<file path="src/rtl/eg_accum_pkg.sv">
// Shared register decode and control layout for the dual-mode pulse accumulator.
package eg_accum_pkg;
    localparam int BYTE_W   = 8;
    localparam int CTRL_W   = 5;
    localparam int FLAG_EDG = 0;
    localparam int FLAG_OVF = 1;

    typedef enum logic [1:0] {
        REG_CTRL   = 2'd0,
        REG_FLAG   = 2'd1,
        REG_CNT_HI = 2'd2,
        REG_CNT_LO = 2'd3
    } reg_sel_e;

    // Control register, bit 0 at the bottom.
    typedef struct packed {
        logic ovf_ie;
        logic edge_ie;
        logic edge_sel;
        logic gated;
        logic enable;
    } ctrl_t;
endpackage

</file>
<file path="src/rtl/eg_pin_sync.sv">
// Synchronizes the asynchronous pin through STAGES flops and reports its
// settled level plus one-cycle rise and fall pulses. Assumes STAGES >= 2 and
// that the pin idles low out of reset.
module eg_pin_sync #(
    parameter int STAGES = 2
) (
    input  logic clk,
    input  logic rst_n,
    input  logic pin,
    output logic lvl,
    output logic rise,
    output logic fall
);
    logic [STAGES-1:0] chain;
    logic              prev;

    // Shift the pin through the synchronizer chain and keep the last level.
    always_ff @(posedge clk) begin
        if (!rst_n) begin
            chain <= '0;
            prev  <= 1'b0;
        end else begin
            chain <= {chain[STAGES-2:0], pin};
            prev  <= chain[STAGES-1];
        end
    end

    assign lvl  = chain[STAGES-1];
    assign rise = lvl & ~prev;
    assign fall = ~lvl & prev;
endmodule

</file>
<file path="src/rtl/eg_tick_div.sv">
// Divides the bus clock by RATIO while run is high; tick is high for one cycle
// per period. Clearing run parks the divider at zero, so the first tick after
// run rises completes on the RATIO-th clock edge.
module eg_tick_div #(
    parameter int RATIO = 64
) (
    input  logic clk,
    input  logic rst_n,
    input  logic run,
    output logic tick
);
    localparam int W = (RATIO > 1) ? $clog2(RATIO) : 1;
    localparam logic [W-1:0] LAST = W'(RATIO - 1);

    logic [W-1:0] cnt;

    // Count bus clocks while the timer runs, restart from zero otherwise.
    always_ff @(posedge clk) begin
        if (!rst_n)          cnt <= '0;
        else if (!run)       cnt <= '0;
        else if (cnt == LAST) cnt <= '0;
        else                 cnt <= cnt + 1'b1;
    end

    assign tick = run && (cnt == LAST);
endmodule

</file>
<file path="src/rtl/eg_count_core.sv">
// Holds the accumulator count. Software byte writes take priority over an
// increment in the same cycle. wrap flags an increment from all-ones.
module eg_count_core #(
    parameter int BYTE_W = 8
) (
    input  logic                clk,
    input  logic                rst_n,
    input  logic                inc,
    input  logic                wr_hi,
    input  logic                wr_lo,
    input  logic [BYTE_W-1:0]   wdata,
    output logic [2*BYTE_W-1:0] count,
    output logic                wrap
);
    localparam int CNT_W = 2 * BYTE_W;

    // Apply byte writes, otherwise advance on an increment request.
    always_ff @(posedge clk) begin
        if (!rst_n) begin
            count <= '0;
        end else if (wr_hi || wr_lo) begin
            if (wr_hi) count[CNT_W-1:BYTE_W] <= wdata;
            if (wr_lo) count[BYTE_W-1:0]     <= wdata;
        end else if (inc) begin
            count <= count + 1'b1;
        end
    end

    assign wrap = inc && !wr_hi && !wr_lo && (count == {CNT_W{1'b1}});
endmodule

</file>
<file path="src/rtl/edge_gate_accum.sv">
// Dual-mode pulse accumulator top. Counts selected pin edges or gated
// divide-by-64 ticks into a 16-bit count, keeps edge and overflow flags, and
// exposes a byte-wide register port. Assumes a single clock domain for the bus
// and a synchronous active-low reset; the pin may be asynchronous.
module edge_gate_accum
    import eg_accum_pkg::*;
#(
    parameter int BYTE_W      = 8,
    parameter int SYNC_STAGES = 2,
    parameter int GATE_DIV    = 64
) (
    input  logic              clk,
    input  logic              rst_n,
    input  logic              pin_in,
    input  logic              tmr_en,
    input  logic              fast_clr_en,
    input  logic              bus_wr,
    input  logic              bus_rd,
    input  logic [1:0]        bus_addr,
    input  logic [BYTE_W-1:0] bus_wdata,
    output logic [BYTE_W-1:0] bus_rdata,
    output logic              irq_edge,
    output logic              irq_ovf,
    output logic              acc_tick
);
    localparam int CNT_W = 2 * BYTE_W;

    ctrl_t            ctrl;
    logic             pin_lvl, pin_rise, pin_fall;
    logic             gate_tick;
    logic             edge_hit, ev_inc, gt_inc, inc;
    logic [CNT_W-1:0] count;
    logic             wrap;
    logic             edge_flag, ovf_flag;
    logic             wr_ctrl, wr_flag, wr_hi, wr_lo, fast_hit;

    eg_pin_sync #(.STAGES(SYNC_STAGES)) u_sync (
        .clk(clk), .rst_n(rst_n), .pin(pin_in),
        .lvl(pin_lvl), .rise(pin_rise), .fall(pin_fall)
    );

    eg_tick_div #(.RATIO(GATE_DIV)) u_div (
        .clk(clk), .rst_n(rst_n), .run(tmr_en), .tick(gate_tick)
    );

    // Register decode for writes and for fast-clear accesses.
    always_comb begin
        wr_ctrl  = bus_wr && (bus_addr == REG_CTRL);
        wr_flag  = bus_wr && (bus_addr == REG_FLAG);
        wr_hi    = bus_wr && (bus_addr == REG_CNT_HI);
        wr_lo    = bus_wr && (bus_addr == REG_CNT_LO);
        fast_hit = fast_clr_en && (bus_wr || bus_rd) &&
                   ((bus_addr == REG_CNT_HI) || (bus_addr == REG_CNT_LO));
    end

    // Pick the qualifying edge and the increment source for the active mode.
    always_comb begin
        edge_hit = ctrl.edge_sel ? pin_rise : pin_fall;
        ev_inc   = ctrl.enable && !ctrl.gated && edge_hit;
        gt_inc   = ctrl.enable && ctrl.gated && gate_tick &&
                   (pin_lvl != ctrl.edge_sel);
        inc      = ev_inc || gt_inc;
    end

    eg_count_core #(.BYTE_W(BYTE_W)) u_core (
        .clk(clk), .rst_n(rst_n), .inc(inc),
        .wr_hi(wr_hi), .wr_lo(wr_lo), .wdata(bus_wdata),
        .count(count), .wrap(wrap)
    );

    // Control register write.
    always_ff @(posedge clk) begin
        if (!rst_n)       ctrl <= '0;
        else if (wr_ctrl) ctrl <= ctrl_t'(bus_wdata[CTRL_W-1:0]);
    end

    // Sticky flags: a new event wins over a clear in the same cycle.
    always_ff @(posedge clk) begin
        if (!rst_n) begin
            edge_flag <= 1'b0;
            ovf_flag  <= 1'b0;
        end else begin
            edge_flag <= (ctrl.enable && edge_hit) ||
                         (edge_flag && !(wr_flag && bus_wdata[FLAG_EDG]) && !fast_hit);
            ovf_flag  <= wrap ||
                         (ovf_flag && !(wr_flag && bus_wdata[FLAG_OVF]) && !fast_hit);
        end
    end

    // Read multiplexer.
    always_comb begin
        bus_rdata = '0;
        unique case (bus_addr)
            REG_CTRL:   bus_rdata[CTRL_W-1:0] = ctrl;
            REG_FLAG: begin
                bus_rdata[FLAG_EDG] = edge_flag;
                bus_rdata[FLAG_OVF] = ovf_flag;
            end
            REG_CNT_HI: bus_rdata = count[CNT_W-1:BYTE_W];
            REG_CNT_LO: bus_rdata = count[BYTE_W-1:0];
            default:    bus_rdata = '0;
        endcase
    end

    assign irq_edge = edge_flag && ctrl.edge_ie;
    assign irq_ovf  = ovf_flag && ctrl.ovf_ie;
    assign acc_tick = inc;
endmodule

</file>
<file path="config.mk">
export PLATFORM = sky130hd
export DESIGN_NAME = edge_gate_accum
export DESIGN_NICKNAME = d
export VERILOG_FILES = /design/src/rtl/eg_accum_pkg.sv /design/src/rtl/eg_pin_sync.sv /design/src/rtl/eg_tick_div.sv /design/src/rtl/eg_count_core.sv /design/src/rtl/edge_gate_accum.sv
export SDC_FILE = /design/constraint.sdc
export NUM_CORES = 1
export LEC_CHECK = 0
export BUFFER_PORTS_ARGS = -buffer_cell sky130_fd_sc_hd__buf_4
export CORE_MARGIN = 5
export CORE_UTILIZATION = 35
export CTS_BUF_LIST = sky130_fd_sc_hd__clkbuf_8
export CTS_CLUSTER_DIAMETER = 150
export DETAILED_ROUTE_END_ITERATION = 8
export SLEW_MARGIN = 20
export SYNTH_ARGS = -nofsm -noshare
export SYNTH_HDL_FRONTEND = slang
export SYNTH_HIERARCHICAL = 1
export SYNTH_SLANG_ARGS = --single-unit
</file>
<file path="constraint.sdc">
create_clock -name clk -period 2.3 [get_ports clk]
set_clock_uncertainty 0.15 [all_clocks]
set_input_delay 0.345 -clock clk [delete_from_list [all_inputs] [get_ports clk]]
set_output_delay 0.345 -clock clk [all_outputs]
set_load 0.01 [all_outputs]
</file>
# Yosys cells after proc, flatten, opt, wreduce, memory -nomap -nowiden
# Cells that the tools add are included.
word_totals:
  reg_bits: 32
  elab_cells: 77
op_classes:
  n_addsub: 2
  eq_ne: 8
  mux: 8
  bitwise_logic: 6
  reduce_logical: 41
ops:
  columns: ["op", "count"]
  rows:
  - ["2-to-1 mux 16 bit", 2]
  - ["logical AND 1 bit", 24]
  - ["adder 16 x 1 -> 16 bit, second input constant", 1]
  - ["equality test 16 bit, second input constant", 1]
  - ["2-to-1 mux 8 bit", 2]
  - ["case mux 3 bit (3 select lines)", 1]
  - ["case mux 2 bit (4 select lines)", 1]
  - ["adder 6 x 1 -> 6 bit, second input constant", 1]
  - ["equality test 6 bit, second input constant", 1]
  - ["logical NOT 1 bit", 6]
  - ["logical OR 1 bit", 6]
  - ["case mux 3 bit (2 select lines)", 1]
  - ["equality test 2 bit, second input constant", 2]
  - ["inequality test 2 x 1 -> 1 bit, second input constant", 2]
  - ["inverter 1 bit", 4]
  - ["AND reduction 2 bit", 2]
  - ["OR reduction 3 bit", 1]
  - ["bitwise AND 1 bit", 2]
  - ["equality test 2 x 1 -> 1 bit, second input constant", 1]
  - ["logical NOT 2 bit", 1]
  - ["nonzero test 2 bit", 1]
  - ["2-to-1 mux 1 bit", 1]
  - ["inequality test 1 bit", 1]

# Logic depth before layout (Yosys ltp)
logic_depth:
  depth_word: 9
  ltp_mapped: 10
  ltp_nobuf: 10

# Modules after synthesis
# Netlist, hierarchy kept.
modules_own_cells:
  columns: ["mod", "instances", "cells_per_inst", "area_per_inst_um2", "seq_area_each_um2"]
  rows:
  - ["eg_count_core", 1, 116, 983.4, 320.3]
  - ["edge_gate_accum", 1, 56, 535.5, 140.1]
  - ["eg_tick_div", 1, 28, 245.2, 120.1]
  - ["eg_pin_sync", 1, 8, 91.3, 60.1]

# Least setup slack after synthesis
# No wires, ideal clock.
synth_timing:
  path_kind: "register to register"
  startpoint: "reg u_sync.chain[1]"
  endpoint: "reg u_core.count[10]"
  setup_time_ns: 0.076
  t_arrival_ns: 2.281
  required_time_ns: 2.074
  slack_ns: -0.207
  path_stages_with_launch: 9
  period_less_slack_ns: 2.507
  path_cell_list: "dfxtp_1 nor2b_1 mux2_2 nand2_1 o21ai_0 nand2b_1 a211o_1 or4_1 a31oi_1"
synth_between:
  elab_cells_between_ends: 10
  cone_classes: "eq/ne: 1; mux: 1; bitwise: 3; reduce/logical: 5"
synth_lines:
  columns: ["element", "line", "source"]
  rows:
  - ["from (decl)", "eg_pin_sync.sv:14", "logic [STAGES-1:0] chain;"]
  - ["from (signal assigned)", "eg_pin_sync.sv:23", "chain <= {chain[STAGES-2:0], pin};"]
  - ["bitwise AND 1 bit", "eg_pin_sync.sv:29", "assign rise = lvl & ~prev;"]
  - ["named net pin_rise", "edge_gate_accum.sv:29", "logic pin_lvl, pin_rise, pin_fall;"]
  - ["2-to-1 mux 1 bit", "edge_gate_accum.sv:58", "edge_hit = ctrl.edge_sel ? pin_rise : pin_fall;"]
  - ["logical AND 1 bit", "edge_gate_accum.sv:59", "ev_inc = ctrl.enable && !ctrl.gated && edge_hit;"]
  - ["logical OR 1 bit", "edge_gate_accum.sv:62", "inc = ev_inc || gt_inc;"]
  - ["named net acc_tick", "edge_gate_accum.sv:24", "output logic acc_tick"]
  - ["nonzero test 2 bit (no line)", null, null]
  - ["AND reduction 2 bit (no line)", null, null]
  - ["to (signal, indexed assignment)", "eg_count_core.sv:22", "if (wr_hi) count[CNT_W-1:BYTE_W] <= wdata;"]
  - ["to (signal, indexed assignment)", "eg_count_core.sv:23", "if (wr_lo) count[BYTE_W-1:0] <= wdata;"]
  - ["to (signal assigned)", "eg_count_core.sv:25", "count <= count + 1'b1;"]
  - ["to (decl)", "eg_count_core.sv:12", "output logic [2*BYTE_W-1:0] count,"]
# The timed path passes the listed nets, and every way through them passes these cells.
# A chain may end at the register's enable or synchronous reset.

# Worst setup path in the final report
layout_timing:
  startpoint: "reg u_div.cnt[1]"
  endpoint: "reg u_core.count[11]"
layout_between:
  elab_chain_cells: 7
layout_rtl:
  columns: ["element", "line", "source"]
  rows:
  - ["from (decl)", "eg_tick_div.sv:15", "logic [W-1:0] cnt;"]
  - ["from (signal assigned)", "eg_tick_div.sv:22", "else cnt <= cnt + 1'b1;"]
  - ["equality test 6 bit", "eg_tick_div.sv:25", "assign tick = run && (cnt == LAST);"]
  - ["logical AND 1 bit", "eg_tick_div.sv:25", null]
  - ["named net gate_tick", "edge_gate_accum.sv:30", "logic gate_tick;"]
  - ["logical AND 1 bit (2 in a row)", "edge_gate_accum.sv:60", "gt_inc = ctrl.enable && ctrl.gated && gate_tick &&"]
  - ["logical OR 1 bit", "edge_gate_accum.sv:62", null]
  - ["nonzero test 2 bit (no line)", null, null]
  - ["AND reduction 2 bit (no line)", null, null]
# The timed path passes the listed nets, and every way through them passes these cells.

==> results.json <==
{
  "outcome": "complete, no violations",
  "min_period_ps": 2200,
  "fin_tns_setup_ps": 0,
  "path_class": "flip-flop to flip-flop",
  "setup_viol": 0,
  "finalHoldViolCount": 0,
  "grtUsageMet1_pct": 18.7,
  "use_met2_pct": 22.2,
  "die_y_um": 82.8,
  "drive_gt1_share_pct": 26.3,
  "p_int_w": 0.000882,
  "start_kind": "flip-flop",
  "syn-num-nets": 227,
  "syn_area_um2": 1860,
  "post-place-cells": 310,
  "gp_congestion": 0.809,
  "n_antenna_cell": 0,
  "reg2reg_to": "u_core/count[11]",
  "postRouteAntennaNets": 0,
  "grt_pass1_wl_um": 8110,
  "seqPwrFrac_pct": 49.7,
  "reg2reg_depth": 10,
  "ios": 28,
  "synthTopCellsByArea": "dfxtp_1, mux2i_1, nor2b_1",
  "worst-path-buf-inv": 2,
  "grt-busiest-layer": "met2",
  "yosysTopAreaCell": "dfxtp_1",
  "cts_tree": "done",
  "place_ws_ps": 41.2,
  "crit_path_end_kind": "flip-flop",
  "maxSlewViolCount": 0,
  "grtUsageMet3_pct": 3.96,
  "fin_ws_ps": 101,
  "port_buffers": 27,
  "min_to": "u_sync/chain[0]",
  "slew_headroom_pct": 68.5,
  "route.detailed.drc": 0,
  "yosysMostFrequentCell": "dfxtp_1",
  "area_growth_pct": 26.3,
  "nets": 269,
  "grt_pass1_vias": 1632,
  "synth_edf_count": 0,
  "worstReg2RegStart": "u_div/cnt[1]",
  "worst_slew_pin_slew_ps": 472,
  "p_leak_nw": 0.891,
  "peakVddDrop_v": 0.000241,
  "finish.instance_area_um2": 2340,
  "insertion_delay_ps": 290,
  "placementRows": 26,
  "synth_top_area_share_pct": 34.5,
  "cts_buffers": 5,
  "antenna_found_initial": 0,
  "num_vias": 1690,
  "htreeDepth": 2,
  "drtIter0Drc": 84,
  "ys.flop_type": "dfxtp_1",
  "hold_class": "primary input to flip-flop",
  "p_clk_share_pct": 36.4,
  "whs_ps": 105,
  "clk_path_buf_depth": 2,
  "gr-total-overflow": 0,
  "fillers": 549,
  "synth-seq-cells": 32,
  "synth_cell_types": 44,
  "required_ps": 2370,
  "p_per_area_nw_per_um2": 530,
  "yosys-top-cells-count": "dfxtp_1, nor2_1, mux2i_1, nand2_1",
  "gr-usage-all-layers_pct": 14.6,
  "avgSynthCellArea_um2": 8.92,
  "cp_top_family": "simple AND/OR/NAND/NOR gates",
  "postCtsHoldBufs": 0,
  "power_switching_w": 0.000361,
  "routedWlPerCell_um": 15.4,
  "yosysSeqAreaShare_pct": 34.5,
  "clock-root-buffer": "clkbuf_8",
  "async_flop_share_pct": 0,
  "worst-path-max-fanout": 5,
  "numClockSinks": 32,
  "initial_core_util_pct": 36.1,
  "switching_share_pct": 29.1,
  "worstHoldStart": "pin_in",
  "dpl.hpwl_um": 3570,
  "p_comb_share_pct": 13.9,
  "finalCritPeriodShare_pct": 95.6,
  "synth-warning-count": 6,
  "fmax_mhz": 455,
  "path_clk_slew_ps": 80,
  "grt_max_degree": 22,
  "maxCapViolations": 0,
  "instances_no_fill": 321,
  "hold_depth": 2,
  "die_x_um": 82.8,
  "drt_wl_total_um": 4950,
  "drt-vias-per-instance": 5.26,
  "syn-instance-count": 208,
  "core_um2": 5140,
  "dr.pass1.iters": 4,
  "crit_path_cell_trace": "ha_4 -> nand2_1 -> nor3_2 -> nand4_1 -> o21ai_2 -> buf_6 -> inv_1 -> or4_1 -> mux2_4 -> a21oi_2",
  "cp.arrival_ps": 2270,
  "place_area_um2": 2190,
  "cp_slowest_stage_delay_ps": 400,
  "slowest_stage": "or4_1",
  "die-area_um2": 6860,
  "r2r_slack_ps": 100
}
## routing by layer
metal	wire length, um	vias up
li1	-	845
met1	2280	786
met2	2270	46
met3	252	13
met4	147	0
met5	0	-
## cell type report
type                       instances  area, um2  area share [%]
sequential                        32        643            27.4
inverter                           9       33.8            1.44
tap                               70       87.6            3.74
clock buffer                       5       68.8            2.94
clock inverter                     3       23.8            1.01
timing repair buffer              40        304            13.0
multi-input combinational        162       1180            50.5
## power groups by stage
| stage | logic, W | clock network, W | registers [W] |
|---|---|---|---|
| finish | 0.000173 | 0.000452 | 0.000618 |
| CTS | 0.000168 | 0.000466 | 0.000617 |
| global placement | 0.000167 | 0 | 0.000629 |
| global route | 0.000190 | 0.000489 | 0.000622 |
| detailed placement | 0.000168 | 0 | 0.000630 |
| floorplan | 0.0000969 | 0 | 0.000621 |
## repair_timing
item / in CTS / in global routing
endpoints found under the setup margin: 0 / 15
gates resized for setup: 0 / 9
setup buffers: 0 / 3
## how the worst max path moves through the flow
| stage | startpoint | end | slack (ps) | depth (start not counted) |
|---|---|---|---|---|
| final | u_div/cnt[1] | u_core/count[11] | 100 | 10 |
| after global routing | u_div/cnt[1] | u_core/count[11] | -30 | 10 |
| after CTS | u_div/cnt[0] | u_core/count[11] | 10 | 10 |
| after detailed placement | u_div/cnt[0] | u_core/count[11] | 40 | 10 |
| after global placement | u_div/cnt[0] | u_core/count[11] | 90 | 10 |
| after floorplan | u_div/cnt[0] | u_core/count[10] | 40 | 9 |
## kinds of logic (layout without fill, tap and decap cells)
logic type,Yosys count,count (layout),synth area share (%)
compound gates,45,45,15.4
mux,21,21,13.4
xor+xnor,11,11,5.19
buf+inv,14,57,3.44
simple gates,83,83,26.7
fa+ha+maj,2,2,1.35
flops,32,32,34.5
## per-stage QoR
stage          total power, W  util (%)
6_report              0.00124      45.6
3_5_place_dp         0.000798      42.7
2_1_floorplan        0.000718         -
4_1_cts               0.00125      44.5
5_1_grt               0.00130      45.6
3_3_place_gp         0.000796      42.7
## flip-flops by register name (all words and copies together), names as in the netlist
register	cells
u_div/cnt	6
u_core/count	16
ovf_flag	1
u_sync/chain	2
u_sync/prev	1
edge_flag	1
ctrl	5
## layout by cell type, fill, tap and decap left out, drive strengths merged, types with 3 or more instances in the layout
master,instances
buf,40
dfxtp,32
nor2,15
mux2i,14
nand2,14
nor2b,12
o21ai,12
nand3,9
a21oi,9
inv,8
xor2,7
nand4,7
and2,6
clkbuf,5
or4,5
a22oi,5
mux2,5
xnor2,4
o22ai,4
a22o,3
nor4,3
nor3,3
No activity file was read; power rests on OpenSTA's default activity.
